$ cat src/rtl/le_pkg.sv
package le_pkg;
  parameter int LUT_INPUTS = 4;
  localparam int LUT_SIZE = 1 << LUT_INPUTS;

  typedef enum logic {
    CELL_LOGIC = 1'b0,
    CELL_ARITH = 1'b1
  } cell_mode_e;

  typedef struct packed {
    logic ce;
    logic sclr;
    logic sload;
  } reg_ctrl_t;
endpackage

$ cat src/rtl/le_lut.sv
module le_lut #(
  parameter int K = le_pkg::LUT_INPUTS,
  localparam int SIZE = 1 << K
) (
  input  logic [SIZE-1:0] table_bits,
  input  logic [K-1:0]    sel,
  output logic            y
);
  // Binary mux tree: level 0 holds the table, each level halves it.
  logic [SIZE-1:0] lvl [K+1];

  assign lvl[0] = table_bits;

  for (genvar l = 0; l < K; l++) begin : g_level
    localparam int W = SIZE >> (l + 1);
    for (genvar j = 0; j < SIZE; j++) begin : g_node
      if (j < W) begin : g_mux
        assign lvl[l+1][j] = sel[l] ? lvl[l][2*j+1] : lvl[l][2*j];
      end else begin : g_pad
        assign lvl[l+1][j] = 1'b0;
      end
    end
  end

  assign y = lvl[K][0];
endmodule

$ cat src/rtl/le_arith.sv
module le_arith (
  input  logic a_raw,
  input  logic b,
  input  logic invert,
  input  logic cin0,
  input  logic cin1,
  input  logic pick_hi,
  output logic sum,
  output logic cout0,
  output logic cout1
);
  logic a, prop, gen;

  assign a     = a_raw ^ invert;
  assign prop  = a ^ b;
  assign gen   = a & b;
  assign cout0 = gen | (prop & cin0);
  assign cout1 = gen | (prop & cin1);
  assign sum   = pick_hi ? (prop ^ cin1) : (prop ^ cin0);
endmodule

$ cat src/rtl/le_reg.sv
module le_reg
  import le_pkg::*;
(
  input  logic      clk,
  input  logic      rst_n,
  input  reg_ctrl_t ctrl,
  input  logic      load_val,
  input  logic      d,
  output logic      q
);
  always_ff @(posedge clk or negedge rst_n) begin
    if (!rst_n) begin
      q <= 1'b0;
    end else if (ctrl.ce) begin
      if (ctrl.sclr)       q <= 1'b0;
      else if (ctrl.sload) q <= load_val;
      else                 q <= d;
    end
  end


  reg_clear_chk: assert property (@(posedge clk) disable iff (!rst_n)
    (ctrl.ce && ctrl.sclr) |=> (q == 1'b0));


  reg_load_chk: assert property (@(posedge clk) disable iff (!rst_n)
    (ctrl.ce && !ctrl.sclr && ctrl.sload) |=> (q == $past(load_val)));


  reg_hold_chk: assert property (@(posedge clk) disable iff (!rst_n)
    !ctrl.ce |=> $stable(q));
endmodule

$ cat src/rtl/le_cell.sv
module le_cell
  import le_pkg::*;
(
  input  logic                clk,
  input  logic                rst_n,
  input  reg_ctrl_t           ctrl,
  input  logic                load_val,
  input  logic [LUT_SIZE-1:0] table_bits,
  input  logic                arith_en,
  input  logic                chain_reg_sel,
  input  logic                chain_lut_sel,
  input  logic                in_a,
  input  logic                in_b,
  input  logic                in_c,
  input  logic                in_d,
  input  logic                addnsub,
  input  logic                carry_sel,
  input  logic                cin0,
  input  logic                cin1,
  input  logic                lut_link_in,
  input  logic                reg_link_in,
  output logic                result,
  output logic                q,
  output logic                cout0,
  output logic                cout1
);
  cell_mode_e mode;
  logic [LUT_INPUTS-1:0] idx;
  logic lut_y, sum, ac0, ac1, d_next;

  assign mode = cell_mode_e'(arith_en);
  assign idx  = {(chain_lut_sel ? lut_link_in : in_d), in_c, in_b, in_a};

  le_lut #(.K(LUT_INPUTS)) u_lut (
    .table_bits(table_bits),
    .sel       (idx),
    .y         (lut_y)
  );

  le_arith u_arith (
    .a_raw  (in_a),
    .b      (in_b),
    .invert (addnsub),
    .cin0   (cin0),
    .cin1   (cin1),
    .pick_hi(carry_sel),
    .sum    (sum),
    .cout0  (ac0),
    .cout1  (ac1)
  );

  always_comb begin
    if (mode == CELL_ARITH) begin
      result = sum;
      cout0  = ac0;
      cout1  = ac1;
    end else begin
      result = lut_y;
      cout0  = cin0;
      cout1  = cin1;
    end
  end

  assign d_next = chain_reg_sel ? reg_link_in : result;

  le_reg u_reg (
    .clk     (clk),
    .rst_n   (rst_n),
    .ctrl    (ctrl),
    .load_val(load_val),
    .d       (d_next),
    .q       (q)
  );


  carry_order_chk: assert property (@(posedge clk) disable iff (!rst_n)
    (!cin0 || cin1) |-> (!cout0 || cout1));
endmodule

$ cat src/rtl/lab_cluster.sv
module lab_cluster
  import le_pkg::*;
#(
  parameter int N_CELLS = 10,
  localparam int TW = N_CELLS * LUT_SIZE
) (
  input  logic               clk,
  input  logic               rst_n,
  input  logic               ce,
  input  logic               sclr,
  input  logic               sload,
  input  logic [N_CELLS-1:0] load_val,
  input  logic [TW-1:0]      cfg_table,
  input  logic [N_CELLS-1:0] cfg_arith,
  input  logic [N_CELLS-1:0] cfg_chain_reg,
  input  logic [N_CELLS-1:0] cfg_chain_lut,
  input  logic [N_CELLS-1:0] in_a,
  input  logic [N_CELLS-1:0] in_b,
  input  logic [N_CELLS-1:0] in_c,
  input  logic [N_CELLS-1:0] in_d,
  input  logic               addnsub,
  input  logic               carry_sel,
  input  logic               lut_chain_in,
  input  logic               reg_chain_in,
  output logic [N_CELLS-1:0] comb_out,
  output logic [N_CELLS-1:0] reg_out,
  output logic               lut_chain_out,
  output logic               reg_chain_out,
  output logic               carry_out0,
  output logic               carry_out1,
  output logic               carry_out
);
  reg_ctrl_t ctrl;
  logic [N_CELLS:0] c0_link, c1_link, lut_link, reg_link;

  assign ctrl        = '{ce: ce, sclr: sclr, sload: sload};
  assign c0_link[0]  = 1'b0;
  assign c1_link[0]  = 1'b1;
  assign lut_link[0] = lut_chain_in;
  assign reg_link[0] = reg_chain_in;

  for (genvar i = 0; i < N_CELLS; i++) begin : g_cell
    le_cell u_cell (
      .clk          (clk),
      .rst_n        (rst_n),
      .ctrl         (ctrl),
      .load_val     (load_val[i]),
      .table_bits   (cfg_table[i*LUT_SIZE +: LUT_SIZE]),
      .arith_en     (cfg_arith[i]),
      .chain_reg_sel(cfg_chain_reg[i]),
      .chain_lut_sel(cfg_chain_lut[i]),
      .in_a         (in_a[i]),
      .in_b         (in_b[i]),
      .in_c         (in_c[i]),
      .in_d         (in_d[i]),
      .addnsub      (addnsub),
      .carry_sel    (carry_sel),
      .cin0         (c0_link[i]),
      .cin1         (c1_link[i]),
      .lut_link_in  (lut_link[i]),
      .reg_link_in  (reg_link[i]),
      .result       (comb_out[i]),
      .q            (reg_out[i]),
      .cout0        (c0_link[i+1]),
      .cout1        (c1_link[i+1])
    );
    assign lut_link[i+1] = comb_out[i];
    assign reg_link[i+1] = reg_out[i];
  end

  assign lut_chain_out = lut_link[N_CELLS];
  assign reg_chain_out = reg_link[N_CELLS];
  assign carry_out0    = c0_link[N_CELLS];
  assign carry_out1    = c1_link[N_CELLS];
  assign carry_out     = carry_sel ? carry_out1 : carry_out0;


  arith_sum_chk: assert property (@(posedge clk) disable iff (!rst_n)
    (&cfg_arith) |-> ({carry_out, comb_out} ==
      ({1'b0, in_a ^ {N_CELLS{addnsub}}} + {1'b0, in_b} + {{N_CELLS{1'b0}}, carry_sel})));


  sub_borrow_chk: assert property (@(posedge clk) disable iff (!rst_n)
    ((&cfg_arith) && addnsub && carry_sel) |-> (carry_out == (in_b >= in_a)));
endmodule

$ cat config.mk
export PLATFORM = sky130hd
export DESIGN_NAME = lab_cluster
export DESIGN_NICKNAME = d
export VERILOG_FILES = /design/src/rtl/le_pkg.sv /design/src/rtl/le_lut.sv /design/src/rtl/le_arith.sv /design/src/rtl/le_reg.sv /design/src/rtl/le_cell.sv /design/src/rtl/lab_cluster.sv
export SDC_FILE = /design/constraint.sdc
export NUM_CORES = 1
export LEC_CHECK = 0
export BUFFER_PORTS_ARGS = -buffer_cell sky130_fd_sc_hd__clkbuf_2
export CORE_MARGIN = 1
export CORE_UTILIZATION = 25
export CTS_CLUSTER_DIAMETER = 30
export CTS_CLUSTER_SIZE = 28
export DETAILED_ROUTE_END_ITERATION = 8
export HOLD_SLACK_MARGIN = 0.02
export PLACE_DENSITY = 0.65
export SLEW_MARGIN = 0
export SYNTH_ARGS = -nofsm -noshare
export SYNTH_HDL_FRONTEND = slang
export SYNTH_SLANG_ARGS = --single-unit
$ cat constraint.sdc
create_clock -name clk -period 14 [get_ports clk]
set_clock_uncertainty 0.05 [all_clocks]
set_input_delay 2.8 -clock clk [delete_from_list [all_inputs] [get_ports clk]]
set_output_delay 2.8 -clock clk [all_outputs]
set_load 0.05 [all_outputs]
# Word level (Yosys, flattened, before mapping)
# Index checks and enable logic that the tools add are counted.
# op_classes
muxes,231
n_bitwise,86
# op_table
cell,count
1-bit 2-to-1 mux,231
1-bit bitwise XOR,38
1-bit bitwise AND,28
1-bit bitwise OR,19
1-bit inverter,1
# word_totals
register_bits,10
output_inout_bits,25
inputBits,249
wordCells,327

# Depth between registers and ports, before layout
# depth
word_depth,35
depth_mapped,19
depth_no_buf,18

# Modules after synthesis
# A second synthesis with hierarchy kept.
# unflattened
cells_unflattened,235
hier_area_um2,3052.9
# by_module_without_submodules
module,cells_per_inst,n_inst,area_per_inst_um2
le_lut,7,10,135.1
le_cell,5,10,60.1
le_arith,6,10,55.1
le_reg,5,10,51.3
lab_cluster,5,1,37.5

# Least setup slack after synthesis
# OpenSTA, ideal clock, no wires.
# synth_path
kind,input-to-output
startpoint,input addnsub
endpoint,output comb_out[9]
path_buffers,2
required_time_ns,11.150
path_slack_ns,3.114
stages,19
t_arrival_ns,8.036
path_cell_list,clkbuf_1 > xor2_1 > inv_1 > ha_1 > and3_1 > or3_1 > a41oi_2 > a31oi_1 > mux2_4 > a31o_1 > a2111oi_2 > a211oi_4 > mux2i_1 > nor3_2 > mux2i_1 > nor3_1 > o211ai_1 > nor3b_1 > buf_4
# synth_between
elab_chain_cells,32
elab_cells_between_ends,137
# synth_lines
item,line_no,rtl
from (decl),lab_cluster.sv:21,"input logic addnsub,"
1-bit bitwise XOR,le_arith.sv:14,assign a = a_raw ^ invert;
1-bit bitwise XOR,le_arith.sv:15,assign prop = a ^ b;
1-bit inverter (no source line),--,
1-bit 2-to-1 mux,le_arith.sv:19,assign sum = pick_hi ? (prop ^ cin1) : (prop ^ cin0);
1-bit 2-to-1 mux,le_cell.sv:53,if (mode == CELL_ARITH) begin
1-bit 2-to-1 mux,le_cell.sv:32,"assign idx = {(chain_lut_sel ? lut_link_in : in_d), in_c, in_b, in_a};"
1-bit 2-to-1 mux,le_lut.sv:18,assign lvl[l+1][j] = sel[l] ? lvl[l][2*j+1] : lvl[l][2*j];
1-bit 2-to-1 mux,le_cell.sv:53,
[16 not listed],--,
1-bit 2-to-1 mux,le_lut.sv:18,
1-bit 2-to-1 mux,le_cell.sv:53,
1-bit 2-to-1 mux,le_cell.sv:32,
1-bit 2-to-1 mux,le_lut.sv:18,
1-bit 2-to-1 mux,le_cell.sv:53,
1-bit 2-to-1 mux,le_cell.sv:32,
1-bit 2-to-1 mux,le_lut.sv:18,
1-bit 2-to-1 mux *,le_cell.sv:53,
to (decl),lab_cluster.sv:25,"output logic [N_CELLS-1:0] comb_out,"
# Mark *: on every way between the ends. The rest lies on a longest branch, timed or not.

# Worst setup path in the final report
# layout_path
startpoint,input addnsub
endpoint,output lut_chain_out
# layout_between
elab_chain_cells,32
elab_cells_between_ends,137
# layout_lines
item,line_no,rtl
1-bit bitwise XOR,le_arith.sv:14,
1-bit bitwise XOR,le_arith.sv:15,
1-bit inverter (no source line),--,
1-bit 2-to-1 mux,le_arith.sv:19,
1-bit 2-to-1 mux,le_cell.sv:53,
1-bit 2-to-1 mux,le_cell.sv:32,
1-bit 2-to-1 mux,le_lut.sv:18,
1-bit 2-to-1 mux,le_cell.sv:53,
[16 not listed],--,
1-bit 2-to-1 mux,le_lut.sv:18,
1-bit 2-to-1 mux,le_cell.sv:53,
1-bit 2-to-1 mux,le_cell.sv:32,
1-bit 2-to-1 mux,le_lut.sv:18,
1-bit 2-to-1 mux,le_cell.sv:53,
1-bit 2-to-1 mux,le_cell.sv:32,
1-bit 2-to-1 mux,le_lut.sv:18,
1-bit 2-to-1 mux *,le_cell.sv:53,
to (decl),lab_cluster.sv:27,"output logic lut_chain_out,"
# Marks and branches as above.

==> impl_metrics.py <==
metrics = {
    "sta": {
        "rsz0062_at_grt": "false",
        "holdWs_ns": 0.462,
        "setup_ws_ns": 3.77,
        "finalCritPeriodShare": 0.731,
        "finalHoldViolCount": 0,
        "finalCriticalPeriod_ns": 10.23,
        "worstMarginPinSlew_ns": 0.530,
        "slew_headroom": 0.644,
        "maxSlewViolCount": 0,
        "tns_ns": 0,
        "clock.fmax_mhz": 97.8,
        "setup_viol": 0,
    },
    "finish": {
        "stdcell_count": 779,
        "nets": 869,
        "reg_top3": "g_cell.u_cell.u_reg.q: 10 flops",
        "syn2layout_area_growth_pct": 43.0,
        "max_flop_register": "g_cell.u_cell.u_reg.q",
        "drive_above_1_share": 0.552,
        "largest_reg_flops": 10,
        "diodes": 0,
    },
    "global_route": {
        "grt_first_pass_wirelength_um": 18900,
        "grt_pass1_vias": 3870,
        "track_usage": 0.168,
        "antenna_found_initial": 0,
        "grt_remaining_overflow": 0,
        "grt_start_max_net_pins": 20,
    },
    "synthesis": {
        "synth.ff_latch_count": 10,
        "synth.distinct_cells": 64,
        "synth_commonest_cells": "mux4_2, nand2_1, mux2i_1",
        "async_reset_ff_frac": 1.00,
        "synth_warnings": 0,
        "ys.flop_type": "dfrtp_1",
        "seq_area_frac_synth": 0.0747,
        "synth-edff-count": 0,
        "synth_area_leaders": "mux4_2, mux2i_1, dfrtp_1, buf_4, ha_1",
        "synthesis.area_um2": 3350,
        "synth_area_leader_cell": "mux4_2",
        "synth_nets": 626,
        "synthMostInstantiatedCell": "mux4_2",
        "synth_area_per_cell_um2": 9.15,
        "synth_top_area_share": 0.242,
        "netlist_instances": 366,
    },
    "drt": {
        "wl_per_cell_um": 15.0,
        "postRouteAntennaNets": 0,
        "remaining_drc_errors": 0,
        "drt-vias-per-instance": 4.90,
        "drt-total-wl_um": 11700,
        "drt_iter0_markers": 181,
        "via_count": 3820,
        "drt-pass1-iter-count": 4,
    },
    "place": {
        "hpwlAfterDp_um": 10600,
        "place.gp.congestion": 0.787,
        "place_worst_setup_slack_ns": 3.76,
        "dp_cells": 776,
        "io_buffers": 273,
    },
    "setup_path": {
        "end_kind": "primary output",
        "worst_setup_path_start_kind": "input pin",
        "r2r_slack_ns": 12.97,
        "required_ns": 11.15,
        "crit_type": "in -> out",
        "crit_fanout": 10,
        "arrival_ns": 7.38,
    },
    "status": {
        "outcome": "finished clean",
    },
    "die": {
        "num_rows": 41,
        "fp.dieH_um": 118,
        "pin_count": 274,
        "start_util": 0.261,
        "die_area_um2": 13900,
        "core_area_um2": 12800,
        "die_w_um": 118,
    },
    "clocking": {
        "postCtsSetupBuffers": 0,
        "clkSlewWorstSetupHoldPaths_ns": 0.04,
        "clock_latency_ns": 0.23,
        "tritoncts": "yes",
        "postCtsHoldBufs": 0,
        "clock_path_buffers": 2,
        "htreeDepth": 1,
        "cts.sinks": 10,
        "cts_buffers": 3,
        "cts-root-buf": "clkbuf_16",
        "ctsResizeCount": 0,
    },
    "worst_hold_path": {
        "min_path_type": "reg -> reg",
    },
    "job": {
        "max_cap_viol_count": 0,
    },
    "power_and_ir_drop": {
        "power.density_nw_per_um2": 64.9,
        "vdd_drop_max_uv": 32.1,
        "power.leakage_nw": 2.42,
    },
}
-- critical path, cell delays in order --
cell and delay [ns]:
clkbuf_2 0.37, xor2_1 0.23, inv_1 0.06, ha_1 0.18, and3_1 0.15, or3_1 0.34
a41oi_2 0.26, a31oi_1 0.11, mux2_4 0.31, a31o_1 0.26, a2111oi_2 0.42, a211oi_4 0.09
mux2i_1 0.15, nor3_2 0.29, mux2i_1 0.33, nor3_1 0.14, o211ai_1 0.23, nor3b_1 0.31
clkbuf_2 0.34
-- path summary, 6_finish.rpt --
kind,from,end,depth (start not counted)
setup / recovery,addnsub,lut_chain_out,19
hold / removal,g_cell[2].u_cell.u_reg.q$_DFFE_PN0P_,g_cell[2].u_cell.u_reg.q$_DFFE_PN0P_,1
setup reg to reg,g_cell[4].u_cell.u_reg.q$_DFFE_PN0P_,g_cell[5].u_cell.u_reg.q$_DFFE_PN0P_,4
hold reg to reg,g_cell[2].u_cell.u_reg.q$_DFFE_PN0P_,g_cell[2].u_cell.u_reg.q$_DFFE_PN0P_,1
max in group asynchronous,rst_n,g_cell[3].u_cell.u_reg.q$_DFFE_PN0P_,1
min in group asynchronous,rst_n,g_cell[2].u_cell.u_reg.q$_DFFE_PN0P_,1
-- report_power, final --
part	switching (mW)	internal, mW
Combinational	0.132	0.0950
Clock	0.0121	0.0369
Sequential	0.00276	0.0319
-- routing by layer --
layer,up-vias,routed length (um),track usage,part of all wire
met4,0,78,0.0313,0.0067
met1,1753,5040,0.213,0.43
met2,154,5860,0.305,0.50
met5,-,0,0,0
li1,1905,-,-,-
met3,8,723,0.0179,0.062
-- layout make-up --
cell class                 count  area, um2
multi-input combinational    307       2830
fill                        1399       8040
sequential                    10        250
tap                          172        215
clock buffer                   3       75.1
timing repair buffer         273       1370
inverter                      14       52.6
-- cell families (layout without fill, tap and decap cells) --
kind of cell,Yosys count,in the layout,synth area share
AOI/OAI and AO/OA,96,96,0.207
xor gates and xnor gates,18,18,0.0471
adders and majority gates,11,11,0.0411
buffers and inverters,49,290,0.0800
DFF,10,10,0.0747
muxes,77,77,0.381
and+or+nand+nor,105,105,0.169
-- placed cells by master, fill, tap and decap left out, types with 8 or more instances in the layout --
cell type	instances
a21oi_1	19
a31oi_1	8
clkbuf_2	273
dfrtp_1	10
ha_1	11
inv_1	13
mux2_2	10
mux2i_1	27
mux4_2	36
nand2_1	28
nand2b_1	8
nor2_1	18
nor2b_1	11
o21ai_0	16
xor2_1	13
-- through the flow --
stage / total power [mW] / cell area [um2] / utilization
final: 0.311 / 4790 / 0.373
after global placement: 0.262 / 4710 / 0.368
after detailed placement: 0.263 / 4710 / 0.368
after CTS: 0.314 / 4790 / 0.373
after floorplan: 0.202 / 3350 / -
after global routing: 0.336 / 4790 / 0.373
No activity file was read; power rests on OpenSTA's default activity.
